## config.mk

```make
export PLATFORM = sky130hd
export DESIGN_NAME = rx_ring_dma
export DESIGN_NICKNAME = d
export VERILOG_FILES = /design/src/rtl/rxdma_pkg.sv /design/src/rtl/rxdma_ptr.sv /design/src/rtl/rxdma_addr.sv /design/src/rtl/rxdma_ctrl.sv /design/src/rtl/rx_ring_dma.sv
export SDC_FILE = /design/constraint.sdc
export NUM_CORES = 1
export LEC_CHECK = 0
export ABC_CLOCK_PERIOD_IN_PS = 10500
export BUFFER_PORTS_ARGS = -buffer_cell sky130_fd_sc_hd__buf_2
export CORE_AREA = 3 3 159 161
export CTS_BUF_LIST = sky130_fd_sc_hd__clkbuf_16
export CTS_CLUSTER_SIZE = 24
export DETAILED_ROUTE_END_ITERATION = 16
export DIE_AREA = 0 0 162 164
export PLACE_DENSITY = 0.89
export REMOVE_ABC_BUFFERS = 1
export SYNTH_ARGS = -nofsm -noshare
export SYNTH_HDL_FRONTEND = slang
export SYNTH_HIERARCHICAL = 1
export SYNTH_SLANG_ARGS = --single-unit
export TNS_END_PERCENT = 20
```

## constraint.sdc

```tcl
create_clock -name clk -period 10.5 [get_ports clk]
set_clock_uncertainty 0.1 [all_clocks]
set_input_delay 0 -clock clk [delete_from_list [all_inputs] [get_ports clk]]
set_output_delay 0 -clock clk [all_outputs]
set_load 0.01 [all_outputs]
```

## src/rtl/rxdma_pkg.sv

```systemverilog
package rxdma_pkg;

    localparam int ADDR_W  = 54;
    localparam int LEN_W   = 24;
    localparam int DESC_W  = 128;
    localparam int ENT_BYTES_LOG2 = 4;

    localparam int IOC_BIT = 63;
    localparam int LEN_LSB = 64;
    localparam int EOT_BIT = 88;

    localparam logic [1:0] WB_OK    = 2'b00;
    localparam logic [1:0] WB_TRUNC = 2'b01;

    typedef enum logic [1:0] {
        ST_IDLE  = 2'd0,
        ST_FETCH = 2'd1,
        ST_MOVE  = 2'd2,
        ST_DROP  = 2'd3
    } eng_st_e;

    typedef struct packed {
        logic [ADDR_W-1:0] dst;
        logic              ioc;
        logic [LEN_W-1:0]  len;
        logic              eot;
    } entry_t;

    function automatic entry_t entry_decode(input logic [DESC_W-1:0] raw);
        entry_t e;
        e.dst = raw[ADDR_W-1:0];
        e.ioc = raw[IOC_BIT];
        e.len = raw[LEN_LSB +: LEN_W];
        e.eot = raw[EOT_BIT];
        return e;
    endfunction

endpackage

```

## src/rtl/rxdma_ptr.sv

```systemverilog
module rxdma_ptr #(
    parameter int IDX_W = 7,
    localparam int PTR_W = IDX_W + 1
) (
    input  logic             clk,
    input  logic             rst_n,
    input  logic             adv,
    input  logic [IDX_W-1:0] depth_m1,
    input  logic [PTR_W-1:0] sw_ptr,
    output logic [PTR_W-1:0] hw_ptr,
    output logic             full,
    output logic             empty
);

    logic [PTR_W-1:0] ptr_d, ptr_q;

    always_comb begin
        ptr_d = ptr_q;
        if (adv) begin
            if (ptr_q[IDX_W-1:0] == depth_m1) begin
                ptr_d = {~ptr_q[IDX_W], {IDX_W{1'b0}}};
            end else begin
                ptr_d = {ptr_q[IDX_W], ptr_q[IDX_W-1:0] + IDX_W'(1)};
            end
        end
    end

    always_ff @(posedge clk) begin
        if (!rst_n) ptr_q <= '0;
        else        ptr_q <= ptr_d;
    end

    assign hw_ptr = ptr_q;
    assign empty  = (ptr_q == sw_ptr);
    assign full   = (ptr_q[IDX_W-1:0] == sw_ptr[IDX_W-1:0]) && (ptr_q[IDX_W] != sw_ptr[IDX_W]);

endmodule

```

## src/rtl/rxdma_addr.sv

```systemverilog
module rxdma_addr
    import rxdma_pkg::*;
#(
    parameter int IDX_W = 7,
    parameter int ENT_W = 8,
    localparam int PROD_W = IDX_W + ENT_W + 1,
    localparam int OFF_W  = PROD_W + 1 + ENT_BYTES_LOG2
) (
    input  logic [ADDR_W-1:0] base,
    input  logic [IDX_W-1:0]  tbl_idx,
    input  logic [ENT_W-1:0]  entries_m1,
    input  logic [ENT_W-1:0]  ent_idx,
    output logic [ADDR_W-1:0] ent_addr
);

    logic [PROD_W-1:0] slot;
    logic [OFF_W-1:0]  byte_off;

    always_comb begin
        slot     = PROD_W'(tbl_idx) * PROD_W'({1'b0, entries_m1} + (ENT_W+1)'(1));
        byte_off = OFF_W'({1'b0, slot} + (PROD_W+1)'(ent_idx)) << ENT_BYTES_LOG2;
        ent_addr = base + {{(ADDR_W-OFF_W){1'b0}}, byte_off};
    end

endmodule

```

## src/rtl/rxdma_ctrl.sv

```systemverilog
module rxdma_ctrl
    import rxdma_pkg::*;
#(
    parameter int ENT_W = 8
) (
    input  logic              clk,
    input  logic              rst_n,
    input  logic              enable,
    input  logic              ring_full,
    input  logic [ENT_W-1:0]  entries_m1,
    input  logic              eof_irq_en,
    input  logic              eof_clr,
    input  logic [ADDR_W-1:0] ent_addr,
    output logic [ENT_W-1:0]  ent_idx,
    output logic              frame_adv,
    output logic              eof_sts,
    output logic              irq,
    input  logic              in_valid,
    input  logic [7:0]        in_data,
    input  logic              in_last,
    output logic              in_ready,
    output logic              desc_req,
    input  logic              desc_valid,
    input  logic [DESC_W-1:0] desc_data,
    output logic              wr_en,
    output logic [ADDR_W-1:0] wr_addr,
    output logic [7:0]        wr_data,
    output logic              wb_en,
    output logic [1:0]        wb_status
);

    typedef struct packed {
        eng_st_e          st;
        logic [ENT_W-1:0] k;
        logic [LEN_W-1:0] off;
        entry_t           cur;
        logic             eof_sts;
        logic             irq;
    } ctrl_t;

    ctrl_t  ctl_d, ctl_q;
    entry_t fetched;
    logic   fetched_last, cur_last, entry_full, frame_end, entry_irq;
    logic   unused_desc_bits;

    assign unused_desc_bits = ^{desc_data[DESC_W-1:EOT_BIT+1], desc_data[IOC_BIT-1:ADDR_W]};

    always_comb begin
        ctl_d        = ctl_q;
        fetched      = entry_decode(desc_data);
        fetched_last = fetched.eot || (ctl_q.k == entries_m1);
        cur_last     = ctl_q.cur.eot || (ctl_q.k == entries_m1);
        entry_full   = ((ctl_q.off + LEN_W'(1)) == ctl_q.cur.len);
        desc_req     = 1'b0;
        in_ready     = 1'b0;
        wr_en        = 1'b0;
        wr_addr      = ctl_q.cur.dst + {{(ADDR_W-LEN_W){1'b0}}, ctl_q.off};
        wr_data      = in_data;
        wb_en        = 1'b0;
        wb_status    = WB_OK;
        frame_end    = 1'b0;
        entry_irq    = 1'b0;

        if (eof_clr) ctl_d.eof_sts = 1'b0;

        case (ctl_q.st)
            ST_IDLE: begin
                ctl_d.k = '0;
                if (enable && !ring_full && in_valid) ctl_d.st = ST_FETCH;
            end
            ST_FETCH: begin
                desc_req = 1'b1;
                if (desc_valid) begin
                    ctl_d.cur = fetched;
                    ctl_d.off = '0;
                    if (fetched.len == '0) begin
                        wb_en     = 1'b1;
                        entry_irq = fetched.ioc;
                        if (fetched_last) begin
                            wb_status = WB_TRUNC;
                            ctl_d.st  = ST_DROP;
                        end else begin
                            ctl_d.k = ctl_q.k + ENT_W'(1);
                        end
                    end else begin
                        ctl_d.st = ST_MOVE;
                    end
                end
            end
            ST_MOVE: begin
                in_ready = 1'b1;
                if (in_valid) begin
                    wr_en     = 1'b1;
                    ctl_d.off = ctl_q.off + LEN_W'(1);
                    if (in_last) begin
                        wb_en     = 1'b1;
                        entry_irq = ctl_q.cur.ioc;
                        frame_end = 1'b1;
                        ctl_d.st  = ST_IDLE;
                    end else if (entry_full) begin
                        wb_en     = 1'b1;
                        entry_irq = ctl_q.cur.ioc;
                        if (cur_last) begin
                            wb_status = WB_TRUNC;
                            ctl_d.st  = ST_DROP;
                        end else begin
                            ctl_d.k  = ctl_q.k + ENT_W'(1);
                            ctl_d.st = ST_FETCH;
                        end
                    end
                end
            end
            ST_DROP: begin
                in_ready = 1'b1;
                if (in_valid && in_last) begin
                    frame_end = 1'b1;
                    ctl_d.st  = ST_IDLE;
                end
            end
            default: ctl_d.st = ST_IDLE;
        endcase

        if (frame_end) ctl_d.eof_sts = 1'b1;
        ctl_d.irq = entry_irq || (frame_end && eof_irq_en);
    end

    always_ff @(posedge clk) begin
        if (!rst_n) ctl_q <= '0;
        else        ctl_q <= ctl_d;
    end

    assign ent_idx   = ctl_q.k;
    assign frame_adv = frame_end;
    assign eof_sts   = ctl_q.eof_sts;
    assign irq       = ctl_q.irq;

endmodule

```

## src/rtl/rx_ring_dma.sv

```systemverilog
module rx_ring_dma
    import rxdma_pkg::*;
#(
    parameter int IDX_W = 7,
    parameter int ENT_W = 8,
    localparam int PTR_W = IDX_W + 1
) (
    input  logic              clk,
    input  logic              rst_n,
    input  logic              cfg_enable,
    input  logic [IDX_W-1:0]  cfg_depth_m1,
    input  logic [ENT_W-1:0]  cfg_entries_m1,
    input  logic [ADDR_W-1:0] cfg_base,
    input  logic              cfg_eof_irq_en,
    input  logic [PTR_W-1:0]  sw_wr_ptr,
    input  logic              eof_clr,
    output logic [PTR_W-1:0]  rd_ptr,
    output logic              ring_empty,
    output logic              ring_full,
    output logic              eof_sts,
    output logic              irq,
    input  logic              in_valid,
    input  logic [7:0]        in_data,
    input  logic              in_last,
    output logic              in_ready,
    output logic              desc_req,
    output logic [ADDR_W-1:0] desc_addr,
    input  logic              desc_valid,
    input  logic [DESC_W-1:0] desc_data,
    output logic              wr_en,
    output logic [ADDR_W-1:0] wr_addr,
    output logic [7:0]        wr_data,
    output logic              wb_en,
    output logic [ADDR_W-1:0] wb_addr,
    output logic [1:0]        wb_status
);

    logic              frame_adv;
    logic [ENT_W-1:0]  ent_idx;
    logic [ADDR_W-1:0] ent_addr;

    rxdma_ptr #(.IDX_W(IDX_W)) u_ptr (
        .clk      (clk),
        .rst_n    (rst_n),
        .adv      (frame_adv),
        .depth_m1 (cfg_depth_m1),
        .sw_ptr   (sw_wr_ptr),
        .hw_ptr   (rd_ptr),
        .full     (ring_full),
        .empty    (ring_empty)
    );

    rxdma_addr #(.IDX_W(IDX_W), .ENT_W(ENT_W)) u_addr (
        .base       (cfg_base),
        .tbl_idx    (rd_ptr[IDX_W-1:0]),
        .entries_m1 (cfg_entries_m1),
        .ent_idx    (ent_idx),
        .ent_addr   (ent_addr)
    );

    rxdma_ctrl #(.ENT_W(ENT_W)) u_ctrl (
        .clk        (clk),
        .rst_n      (rst_n),
        .enable     (cfg_enable),
        .ring_full  (ring_full),
        .entries_m1 (cfg_entries_m1),
        .eof_irq_en (cfg_eof_irq_en),
        .eof_clr    (eof_clr),
        .ent_addr   (ent_addr),
        .ent_idx    (ent_idx),
        .frame_adv  (frame_adv),
        .eof_sts    (eof_sts),
        .irq        (irq),
        .in_valid   (in_valid),
        .in_data    (in_data),
        .in_last    (in_last),
        .in_ready   (in_ready),
        .desc_req   (desc_req),
        .desc_valid (desc_valid),
        .desc_data  (desc_data),
        .wr_en      (wr_en),
        .wr_addr    (wr_addr),
        .wr_data    (wr_data),
        .wb_en      (wb_en),
        .wb_status  (wb_status)
    );

    assign desc_addr = ent_addr;
    assign wb_addr   = ent_addr;

endmodule

```

==> impl_metrics.csv <==
group,metric,value,unit
status,status,"finished clean",
floorplan,initial_core_util,0.530,
pwr,p_per_area,90.9,mW/mm^2
detailed_routing,vias,13900,
synthesis,ys_warn_count,6,
sta,whs,0.0450,ns
sta,rsz0062_at_grt,"no",
synthesis,ys.flop_type,"dfxtp_1",
clock_network,cts_tree,"done",
synthesis,yosys.area_share.adder,0.160,
floorplan,die_h,164,um
grt,gr-total-overflow,0,
synthesis,synthMuxAreaShare,0.00235,
floorplan,dieArea,0.0266,sq mm
clock_network,htreeDepth,4,
sta,hold_violations,0,
synthesis,synth-edff-count,0,
worst_hold_path,hold_path.class,"in2reg",
layout,final_cells,2336,
synthesis,async_flop_share,0,
detailed_routing,dr.pass1.iters,8,
layout,nNetsFinal,2354,
worst_setup_path,worstSetupEndpointType,"output port",
synthesis,synth_compound_area_frac,0.185,
sta,finalCritPeriodShare,0.723,
worst_setup_path,cp-start-kind,"register",
synthesis,syn_area,0.0128,sq mm
grt,antenna_found_initial,4,
detailed_routing,viasPerCell,5.95,
sta,fin_setup_tns,0,ns
placed_design,routabilityCongestion,0.949,
synthesis,ys_seq_elements,124,
pwr,ir_worst_vdd,0.143,mV
detailed_routing,post_drt_wl_per_cell,19.3,um
clock_network,post_cts_resized,0,
run,drv_cap,0,
clock_network,cts_setup_buffers,0,
clock_network,clk_latency,0.42,ns
worst_setup_path,cp_data_arrival_time,7.49,ns
floorplan,std_cell_rows,57,
detailed_routing,drt_iter0_drc,1417,
floorplan,boundaryPins,409,
placed_design,hpwl,30.1,mm
layout,drive_gt1_frac,0.194,
detailed_routing,drc,0,
synthesis,synth_cells,1653,
grt,grt_pass1_vias,13700,
synthesis,synth_top_family_by_area,"simple AND/OR/NAND/NOR gates",
clock_network,cts_buffer_depth,2,
sta,setup_ws,2.91,ns
sta,fmax,0.132,GHz
clock_network,cts_num_sinks,124,
worst_setup_path,critical_path_required,10.40,ns
synthesis,ys_seq_area_frac,0.194,
worst_setup_path,cp_max_fo,15,
placed_design,placed_cells,2179,
synthesis,synth-xor-area-share,0.122,
placed_design,dpl_worst_slack,3.16,ns
worst_setup_path,critical_path_class,"reg2out",
sta,final_max_slew_viol_count,0,
detailed_routing,ant_nets,0,
clock_network,clock-root-buffer,"clkbuf_16",
synthesis,synth.distinct_cells,72,
grt,gr-usage-all-layers,0.329,
synthesis,synthSimpleGateAreaFrac,0.246,
sta,period_needed,7.59,ns
floorplan,coreArea,0.0241,sq mm
clock_network,ctsHoldBuffers,122,
grt,grt_pass1_wl,70.6,mm
layout,syn2layout_area_growth,24.4,%
clock_network,clk_transition_reported_paths,0.05,ns
pwr,power_leakage,0.00726,uW
grt,grt_max_degree,106,
synthesis,syn_avg_cell_area,7.73,sq um
placed_design,port_buffers,331,
floorplan,fp.dieW,162,um
sta,setup_viol,0,
sta,slew_headroom,0.364,
clock_network,cts_buffers,17,
detailed_routing,wirelength,45.0,mm
sta,tightest_slew,0.945,ns
==> placed cells by master (no fill, tap or decap), drive strengths merged, types with 18 or more instances in the layout <==
master and count:
a21boi 87, a21o 18, a21oi 88, and2 38
and3 29, buf 336, dfxtp 124, dlygate4sd3 122
fa 44, ha 93, inv 93, nand2 263
nand2b 19, nand3 57, nand4 38, nor2 60
nor2b 39, nor3 33, nor4 21, o211ai 18
o21ai 63, xnor2 115, xor2 62
==> power breakdown <==
part | internal [uW] | switching [uW] | leakage (uW)
sequential | 491 | 19.7 | 0.00100
clock | 373 | 230 | 0.000291
combinational | 141 | 190 | 0.00597
total | 1000 | 440 | 0.00726
==> final cells by class <==
| class | count | area (sq um) |
|---|---|---|
| Inverter | 92 | 345 |
| Multi-Input combinational cell | 1303 | 9140 |
| Timing Repair Buffer | 458 | 2920 |
| Clock buffer | 17 | 425 |
| Antenna cell | 3 | 7.51 |
| Sequential cell | 124 | 2480 |
| Tap cell | 324 | 405 |
| Clock inverter | 15 | 173 |
| Fill cell | 1841 | 8210 |
==> kinds of logic after synthesis <==
family          after synthesis
compound gates              350
mux                           3
other cells                   1
flops                       124
xor+xnor                    177
fa+ha+maj                   137
simple gates                635
buf+inv                     226
==> synthesized netlist by cell type, drive strengths merged, types with 29 or more instances <==
library cell  count  area, sq um
nand3            57          290
nor2b            39          244
o21ai            63          315
nand4            38          244
buf              85          627
nor2             60          225
a21oi            88          440
nand2           263          987
xor2             62          543
inv              91          342
dfxtp           124         2480
a21boi           87          653
clkbuf           49          186
fa               44          881
and2             38          238
and3             29          181
ha               93         1160
xnor2           115         1010
nor3             33          165
==> state kept, by name, indices dropped and copies added, names as in the netlist <==
register / cells
u_ptr/hw_ptr: 8
u_ctrl/ctl_q: 106
u_ctrl/irq: 1
u_ctrl/eof_sts: 1
u_ctrl/ent_idx: 8
==> worst max-delay path: stages (launching register included) <==
cell and delay (ns):
dfxtp_1 0.70, nor2b_1 0.23, ha_1 0.16, inv_1 0.05
fa_1 0.50, inv_1 0.05, ha_1 0.26, inv_1 0.05
fa_1 0.54, inv_1 0.07, fa_1 0.46, a21o_1 0.17
a21oi_1 0.23, o21bai_1 0.12, o31a_1 0.30, a21oi_1 0.28
o21ai_0 0.16, xor2_1 0.17, ha_1 0.38, nand4_1 0.18
a2111oi_4 0.33, a22oi_2 0.13, a31oi_4 0.31, and2_1 0.43
nand4_1 0.16, xnor2_1 0.39, buf_2 0.22
==> per-layer routing <==
layer | part of all wire | vias to the layer above | track usage
li1 | - | 6300 | -
met1 | 0.35 | 6440 | 0.357
met2 | 0.50 | 923 | 0.590
met3 | 0.089 | 239 | 0.0779
met4 | 0.059 | 2 | 0.185
met5 | 0.00029 | - | 0
==> worst paths after layout <==
check        slack (ns)              start           endpoint  cells past startpoint
min                0.05         desc_valid  u_ctrl/ent_idx[1]                      5
max reg2reg        6.52  u_ctrl/ctl_q[114]    u_ptr/hw_ptr[7]                     10
min reg2reg        0.37   u_ctrl/ctl_q[27]   u_ctrl/ctl_q[27]                      2
max                2.91    u_ptr/hw_ptr[2]      desc_addr[36]                     26
==> stage by stage <==
| step | total power, uW | utilization | cell area (sq um) |
|---|---|---|---|
| finish | 1440 | 0.659 | 15900 |
| global route | 1490 | 0.659 | 15900 |
| CTS | 1430 | 0.659 | 15900 |
| detailed placement | 794 | 0.584 | 14100 |
| global placement | 787 | 0.584 | 14100 |
| floorplan | 668 | - | 12000 |
Power figures use the tool's default switching activity.
